<file path="src/rtl/cache_tag_pkg.sv">
package cache_tag_pkg;

  // Index width helper that never yields zero bits.
  function automatic int bits_for(input int n);
    return (n > 1) ? $clog2(n) : 1;
  endfunction

  // Outcome of one lookup.
  typedef struct packed {
    logic hit;
    logic miss;
    logic evict;
  } acc_flags_t;

endpackage

</file>
<file path="src/rtl/cache_lru_ages.sv">
// Per-set, per-way recency ranks. Rank 0 is the most recent access and rank
// WAYS-1 is the oldest. The ranks of one set always form a permutation.
module cache_lru_ages #(
  parameter int SETS  = 8,
  parameter int WAYS  = 4,
  parameter int SET_W = 3,
  parameter int WAY_W = 2
) (
  input  logic                   clk,
  input  logic                   rst_n,
  input  logic                   touch_en,
  input  logic [SET_W-1:0]       touch_set,
  input  logic [WAY_W-1:0]       touch_way,
  input  logic [SET_W-1:0]       rd_set,
  output logic [WAYS*WAY_W-1:0]  rd_ages
);

  logic [WAY_W-1:0] age_q [SETS][WAYS];
  logic [WAY_W-1:0] age_d [SETS][WAYS];
  logic [WAY_W-1:0] ref_age;

  assign ref_age = age_q[touch_set][touch_way];

  always_comb begin
    age_d = age_q;
    for (int s = 0; s < SETS; s++) begin
      for (int w = 0; w < WAYS; w++) begin
        if (touch_set == SET_W'(s)) begin
          if (touch_way == WAY_W'(w))
            age_d[s][w] = '0;
          else if (age_q[s][w] < ref_age)
            age_d[s][w] = age_q[s][w] + 1'b1;
        end
      end
    end
  end

  always_ff @(posedge clk or negedge rst_n) begin
    if (!rst_n) begin
      for (int s = 0; s < SETS; s++)
        for (int w = 0; w < WAYS; w++)
          age_q[s][w] <= WAY_W'(w);
    end else if (touch_en) begin
      age_q <= age_d;
    end
  end

  generate
    for (genvar g = 0; g < WAYS; g++) begin : g_rd
      assign rd_ages[g*WAY_W +: WAY_W] = age_q[rd_set][g];
    end
  endgenerate

endmodule

</file>
<file path="src/rtl/cache_victim_sel.sv">
// Chooses the way to fill on a miss: the lowest invalid way first, otherwise
// the oldest-ranked way (LRU) or the pseudo-random way.
module cache_victim_sel #(
  parameter int WAYS  = 4,
  parameter int WAY_W = 2
) (
  input  logic [WAYS-1:0]        valid,
  input  logic [WAYS*WAY_W-1:0]  ages,
  input  logic [WAY_W-1:0]       rnd_way,
  input  logic                   use_lru,
  output logic [WAY_W-1:0]       victim
);

  logic found;

  always_comb begin
    victim = '0;
    found  = 1'b0;
    for (int w = 0; w < WAYS; w++) begin
      if (!valid[w] && !found) begin
        victim = WAY_W'(w);
        found  = 1'b1;
      end
    end
    if (!found) begin
      if (use_lru) begin
        for (int w = 0; w < WAYS; w++)
          if (ages[w*WAY_W +: WAY_W] == WAY_W'(WAYS-1))
            victim = WAY_W'(w);
      end else begin
        victim = rnd_way;
      end
    end
  end

endmodule

</file>
<file path="src/rtl/cache_cost_calc.sv">
// Simulated cycle cost of one access under the burst memory model.
module cache_cost_calc #(
  parameter int CYC_W  = 16,
  parameter int COST_W = 19,
  parameter int UNITS  = 2
) (
  input  logic              is_store,
  input  logic              is_hit,
  input  logic              write_back,
  input  logic              dirty_evict,
  input  logic [CYC_W-1:0]  cache_cyc,
  input  logic [CYC_W-1:0]  mem_cyc,
  output logic [COST_W-1:0] cost
);

  logic [COST_W-1:0] c_cache, c_blk, c_both, c_wb;

  always_comb begin
    c_cache = COST_W'(cache_cyc);
    c_blk   = COST_W'(mem_cyc) + COST_W'(UNITS - 1);
    c_both  = c_cache + c_blk;
    c_wb    = (write_back && dirty_evict && !is_hit) ? c_blk : '0;
    if (!is_store)
      cost = is_hit ? c_cache : c_both + c_wb;
    else if (write_back)
      cost = is_hit ? c_cache : c_both + c_cache + c_wb;
    else
      cost = is_hit ? c_both : c_both + c_both;
  end

endmodule

</file>
<file path="src/rtl/cache_tag_ctrl.sv">
module cache_tag_ctrl
  import cache_tag_pkg::*;
#(
  parameter int SETS        = 8,
  parameter int WAYS        = 4,
  parameter int BLOCK_BYTES = 16,
  parameter int ADDR_W      = 32,
  parameter int CYC_W       = 16,
  parameter int CNT_W       = 32,
  localparam int COST_W     = CYC_W + 3
) (
  input  logic              clk,
  input  logic              rst_n,
  input  logic              cfg_repl_lru,
  input  logic              cfg_write_back,
  input  logic [CYC_W-1:0]  cfg_cache_cycles,
  input  logic [CYC_W-1:0]  cfg_mem_cycles,
  input  logic              req_valid,
  output logic              req_ready,
  input  logic              req_store,
  input  logic [ADDR_W-1:0] req_addr,
  output logic              resp_valid,
  output logic              resp_hit,
  output logic              resp_miss,
  output logic              resp_evict,
  output logic [COST_W-1:0] resp_cycles,
  output logic [CNT_W-1:0]  hit_count,
  output logic [CNT_W-1:0]  miss_count,
  output logic [CNT_W-1:0]  evict_count
);

  localparam int SET_W = bits_for(SETS);
  localparam int WAY_W = bits_for(WAYS);
  localparam int OFF_W = $clog2(BLOCK_BYTES);
  localparam int TAG_W = ADDR_W - OFF_W - SET_W;
  localparam int UNITS = BLOCK_BYTES / 8;

  logic [SET_W-1:0]  set_idx;
  logic [TAG_W-1:0]  req_tag;
  logic [OFF_W-1:0]  addr_unused_bits;
  logic              accept;

  logic [TAG_W-1:0]  tag_q   [SETS][WAYS];
  logic [WAYS-1:0]   valid_q [SETS];
  logic [WAYS-1:0]   valid_d [SETS];
  logic [WAYS-1:0]   dirty_q [SETS];
  logic [WAYS-1:0]   dirty_d [SETS];

  logic [WAYS-1:0]        match;
  logic                   hit;
  logic [WAY_W-1:0]       hit_way, victim, touch_way;
  logic [WAYS*WAY_W-1:0]  set_ages;
  logic [15:0]            lfsr_q, lfsr_d;
  logic [WAY_W-1:0]       rnd_way;
  logic                   evict, dirty_evict;
  logic [COST_W-1:0]      cost;
  acc_flags_t             flags_d, flags_q;
  logic                   resp_valid_q;
  logic [COST_W-1:0]      cost_q;
  logic [CNT_W-1:0]       hit_cnt_q, miss_cnt_q, ev_cnt_q;
  logic [CNT_W-1:0]       hit_cnt_d, miss_cnt_d, ev_cnt_d;

  assign set_idx          = req_addr[OFF_W +: SET_W];
  assign req_tag          = req_addr[ADDR_W-1 : OFF_W+SET_W];
  assign addr_unused_bits = req_addr[OFF_W-1:0];
  assign req_ready        = !resp_valid_q;
  assign accept           = req_valid && req_ready;

  // Tag compare across the addressed set.
  generate
    for (genvar g = 0; g < WAYS; g++) begin : g_cmp
      assign match[g] = valid_q[set_idx][g] && (tag_q[set_idx][g] == req_tag);
    end
  endgenerate

  always_comb begin
    hit_way = '0;
    for (int w = 0; w < WAYS; w++)
      if (match[w]) hit_way = WAY_W'(w);
  end
  assign hit = |match;

  // Free-running pseudo-random source.
  assign lfsr_d  = {lfsr_q[14:0], lfsr_q[15] ^ lfsr_q[13] ^ lfsr_q[12] ^ lfsr_q[10]};
  assign rnd_way = WAY_W'(lfsr_q % 16'(WAYS));

  cache_lru_ages #(.SETS(SETS), .WAYS(WAYS), .SET_W(SET_W), .WAY_W(WAY_W)) u_ages (
    .clk       (clk),
    .rst_n     (rst_n),
    .touch_en  (accept),
    .touch_set (set_idx),
    .touch_way (touch_way),
    .rd_set    (set_idx),
    .rd_ages   (set_ages)
  );

  cache_victim_sel #(.WAYS(WAYS), .WAY_W(WAY_W)) u_victim (
    .valid   (valid_q[set_idx]),
    .ages    (set_ages),
    .rnd_way (rnd_way),
    .use_lru (cfg_repl_lru),
    .victim  (victim)
  );

  assign touch_way   = hit ? hit_way : victim;
  assign evict       = !hit && valid_q[set_idx][victim];
  assign dirty_evict = evict && dirty_q[set_idx][victim];

  cache_cost_calc #(.CYC_W(CYC_W), .COST_W(COST_W), .UNITS(UNITS)) u_cost (
    .is_store    (req_store),
    .is_hit      (hit),
    .write_back  (cfg_write_back),
    .dirty_evict (dirty_evict),
    .cache_cyc   (cfg_cache_cycles),
    .mem_cyc     (cfg_mem_cycles),
    .cost        (cost)
  );

  // Next state of line status.
  always_comb begin
    valid_d = valid_q;
    dirty_d = dirty_q;
    if (!hit) begin
      valid_d[set_idx][victim] = 1'b1;
      dirty_d[set_idx][victim] = req_store && cfg_write_back;
    end else if (req_store && cfg_write_back) begin
      dirty_d[set_idx][hit_way] = 1'b1;
    end
  end

  always_comb begin
    flags_d.hit   = hit;
    flags_d.miss  = !hit;
    flags_d.evict = evict;
    hit_cnt_d     = hit_cnt_q  + CNT_W'(hit);
    miss_cnt_d    = miss_cnt_q + CNT_W'(!hit);
    ev_cnt_d      = ev_cnt_q   + CNT_W'(evict);
  end

  always_ff @(posedge clk) begin
    if (accept && !hit)
      tag_q[set_idx][victim] <= req_tag;
  end

  always_ff @(posedge clk or negedge rst_n) begin
    if (!rst_n) begin
      for (int s = 0; s < SETS; s++) begin
        valid_q[s] <= '0;
        dirty_q[s] <= '0;
      end
      lfsr_q       <= 16'hACE1;
      resp_valid_q <= 1'b0;
      flags_q      <= '0;
      cost_q       <= '0;
      hit_cnt_q    <= '0;
      miss_cnt_q   <= '0;
      ev_cnt_q     <= '0;
    end else begin
      lfsr_q       <= lfsr_d;
      resp_valid_q <= accept;
      if (accept) begin
        valid_q    <= valid_d;
        dirty_q    <= dirty_d;
        flags_q    <= flags_d;
        cost_q     <= cost;
        hit_cnt_q  <= hit_cnt_d;
        miss_cnt_q <= miss_cnt_d;
        ev_cnt_q   <= ev_cnt_d;
      end else if (resp_valid_q) begin
        flags_q    <= '0;
      end
    end
  end

  assign resp_valid  = resp_valid_q;
  assign resp_hit    = flags_q.hit;
  assign resp_miss   = flags_q.miss;
  assign resp_evict  = flags_q.evict;
  assign resp_cycles = cost_q;
  assign hit_count   = hit_cnt_q;
  assign miss_count  = miss_cnt_q;
  assign evict_count = ev_cnt_q;

endmodule

</file>
<file path="config.mk">
export PLATFORM = sky130hd
export DESIGN_NAME = cache_tag_ctrl
export DESIGN_NICKNAME = d
export VERILOG_FILES = /design/src/rtl/cache_tag_pkg.sv /design/src/rtl/cache_lru_ages.sv /design/src/rtl/cache_victim_sel.sv /design/src/rtl/cache_cost_calc.sv /design/src/rtl/cache_tag_ctrl.sv
export SDC_FILE = /design/constraint.sdc
export NUM_CORES = 2
export LEC_CHECK = 0
export CELL_PAD_IN_SITES_DETAIL_PLACEMENT = 0
export CELL_PAD_IN_SITES_GLOBAL_PLACEMENT = 1
export CORE_MARGIN = 8
export CORE_UTILIZATION = 35
export DETAILED_ROUTE_END_ITERATION = 7
export PLACE_DENSITY = 0.65
export SLEW_MARGIN = 30
export SYNTH_ARGS = -nofsm -noshare
export SYNTH_HDL_FRONTEND = slang
export SYNTH_SLANG_ARGS = --single-unit
export TNS_END_PERCENT = 50
</file>
<file path="constraint.sdc">
create_clock -name clk -period 7.5 [get_ports clk]
set_input_delay 1.875 -clock clk [delete_from_list [all_inputs] [get_ports clk]]
set_output_delay 1.875 -clock clk [all_outputs]
set_load 0.02 [all_outputs]
</file>
==> results.py <==
metrics = {
    "status": {
        "status": "finished clean",
    },
    "cells_and_area": {
        "area_growth_pct": 26.0,
        "nNetsFinal": 4244,
        "drive_gt1_share_pct": 26.7,
    },
    "sta": {
        "worst_slew_pin_slew_ns": 0.945,
        "fin_ws_ns": 0.329,
        "max_freq_mhz": 139,
        "slew-limit-headroom_pct": 36.9,
        "rsz0062_at_grt": "no",
        "fin_worst_skew_ns": 0.0610,
        "finalSetupViolCount": 0,
        "finalMaxSlewViolations": 0,
        "hold_viol": 0,
        "fin_crit_sh_pct": 95.6,
        "layout_min_cycle_time_ns": 7.17,
    },
    "clocking": {
        "cts_tree": "built",
        "clockBufferDepth": 3,
        "htree_levels": 3,
        "clk_latency_ns": 0.73,
        "cts_buffers": 108,
        "cts.sinks": 1063,
        "cts-root-buf": "clkbuf_16",
        "path_clk_slew_ns": 0.07,
        "hold_buffers": 0,
    },
    "detailed_routing": {
        "num_vias": 31800,
        "wire_per_inst_um": 24.2,
        "via_per_inst": 5.34,
        "dr.pass1.iters": 8,
        "drc": 0,
        "drt-initial-drc-count": 2806,
        "antenna_left": 0,
        "routed_wl_mm": 144,
    },
    "grt": {
        "grt_pass1_wl_mm": 213,
        "antenna_found_initial": 4,
        "grt_max_degree": 97,
        "grt_pass1_vias": 31900,
        "grt.total_usage_pct": 18.5,
        "grt_remaining_overflow": 0,
    },
    "power": {
        "p_leak_nw": 22.7,
        "total_power_mw": 16.0,
        "ir_drop_v": 0.000238,
        "power-per-cell-area_mw_per_mm2": 262,
    },
    "setup_path": {
        "end_kind": "register",
        "cp.required_ns": 8.09,
        "cp.arrival_ns": 7.76,
        "max_stage_delay_ns": 0.46,
        "cp-start-kind": "input pin",
        "r2r.worst_path.cells": 27,
        "crit_fanout": 15,
        "critPathKind": "in2reg",
        "cp_slowest_cell": "fa_1",
    },
    "synthesis": {
        "ys_seq_elements": 1063,
        "synth_area_mm2": 0.0486,
        "synth_most_common_cell": "edfxtp_1",
        "async_flop_share_pct": 24.7,
        "synth_area_per_cell_um2": 14.5,
        "synth_area_leaders": "edfxtp_1, dfrtp_1, mux4_2, xnor2_1, mux2i_1",
        "synth_commonest_cells": "edfxtp_1, dfrtp_1, nand2_1",
        "synth_edf_count": 800,
        "yosysWarnings": 0,
        "synth_ff_type": "edfxtp_1",
        "netlist_instances": 3348,
        "ys_seq_area_share_pct": 63.0,
        "synth_nets": 3524,
        "yosysTopAreaCell": "edfxtp_1",
        "ys_types": 102,
        "synth.top_cell.area_share_pct": 49.4,
    },
    "placed_design": {
        "dpl_worst_slack_ns": -0.933,
        "place_congestion": 0.849,
        "dp_hpwl_mm": 101,
        "port_buffers": 185,
    },
    "floorplan": {
        "die_h_um": 389,
        "fp.dieW_um": 389,
        "rows": 136,
        "die_area_mm2": 0.151,
        "core-area_mm2": 0.138,
        "io_pins": 190,
        "initial_core_util_pct": 35.3,
    },
    "worst_hold_path": {
        "whs_path_depth": 0,
        "min_path_type": "reg2reg",
    },
    "run": {
        "max_cap_viol_count": 0,
    },
}
==> cell usage in the layout (no fill, tap or decap), types with 27 or more instances in the layout <==
cell type / count
xor2_1: 79
mux2_2: 81
mux2i_1: 136
o221ai_1: 32
o21ai_0: 83
clkdlybuf4s50_1: 179
nor2_1: 126
edfxtp_1: 800
dfrtp_1: 223
dfstp_2: 40
o22ai_1: 83
buf_12: 61
ha_1: 89
nand4_1: 29
mux4_2: 126
or2_2: 39
a21oi_1: 129
a211oi_1: 57
and3_1: 30
xnor2_1: 160
nor3_1: 32
nand3_1: 68
inv_1: 80
o21a_1: 41
clkbuf_16: 111
nor3b_1: 27
buf_4: 475
nand2_1: 210
==> worst max-delay path, delay by kind of cell <==
kind,cells,cell delay [ns]
AOI/OAI and AO/OA,13,2.13
and+or+nand+nor,8,1.56
adders and majority gates,3,1.10
buffers and inverters,4,0.74
xor gates and xnor gates,2,0.33
==> registers in the layout, indices dropped and copies added (netlist names), 19 cells and up <==
signal and cells:
dirty_q 32, evict_count 32, hit_count 32, miss_count 32, resp_cycles 19, tag_q 800, u_ages.age_q 64, valid_q 32
==> final timing paths <==
| check | startpoint | end | slack, ns |
|---|---|---|---|
| worst max-delay path | req_addr[6] | resp_cycles[17] | 0.33 |
| worst max register to register | tag_q[6][7] | resp_cycles[17] | 1.48 |
| min in group asynchronous | rst_n | miss_count[28] | 1.17 |
| worst min register to register | lfsr_q[8] | lfsr_q[9] | 0.34 |
| worst min-delay path | lfsr_q[8] | lfsr_q[9] | 0.34 |
| max in group asynchronous | rst_n | lfsr_q[15] | 4.93 |
==> metal layers <==
metal / part of all wire (%) / vias up / GRT usage, %
met2: 47 / 944 / 30.2
met5: 0 / - / 0
met4: 2.2 / 0 / 4.37
met3: 5.9 / 176 / 2.96
met1: 45 / 16300 / 26.0
li1: - / 14400 / -
==> through the flow <==
stage	hold slack, ns	std cells	util [%]	setup TNS, ns	instance area, um2
3_5_place_dp	0.337	5733	41.6	-6.65	57200
4_1_cts	0.337	5937	44.2	0	60900
6_report	0.339	5959	44.5	0	61200
3_3_place_gp	0.335	5714	41.2	-6.43	56700
5_1_grt	0.354	5955	44.5	0	61200
2_1_floorplan	0.331	3348	-	0	48600
==> power breakdown <==
part | internal (mW) | switching (mW)
clock network | 3.10 | 2.36
logic | 1.58 | 1.92
registers | 6.81 | 0.262
==> area by class of cell <==
class                   count  area, um2
inverters                  85        322
clock inverters            59        652
clock buffers             144       2960
diodes                      4       10.0
well taps                1794       2240
multi-input cells        2061      17100
flip-flops and latches   1063      30700
fillers                 12300      76400
repair buffers            749       7350
==> cell families (layout without fill, tap and decap cells) <==
| group | after synthesis | in the layout | synth area share [%] |
|---|---|---|---|
| simple gates | 751 | 751 | 7.97 |
| compound gates | 614 | 614 | 8.50 |
| xor+xnor | 239 | 239 | 4.31 |
| buf+inv | 224 | 1037 | 2.49 |
| other cells | 0 | 4 | 0 |
| mux | 351 | 351 | 10.7 |
| flops | 1063 | 1063 | 63.0 |
| fa+ha+maj | 106 | 106 | 2.99 |
==> timing repair <==
action                                  in CTS  in global routing
pin swaps                                    1                 13
gates resized for setup                      7                 27
endpoints found under the setup margin       4                  8
cloned                                       0                  1
buffers inserted                             1                 16
Note: power is estimated with default switching activity, not from simulation.
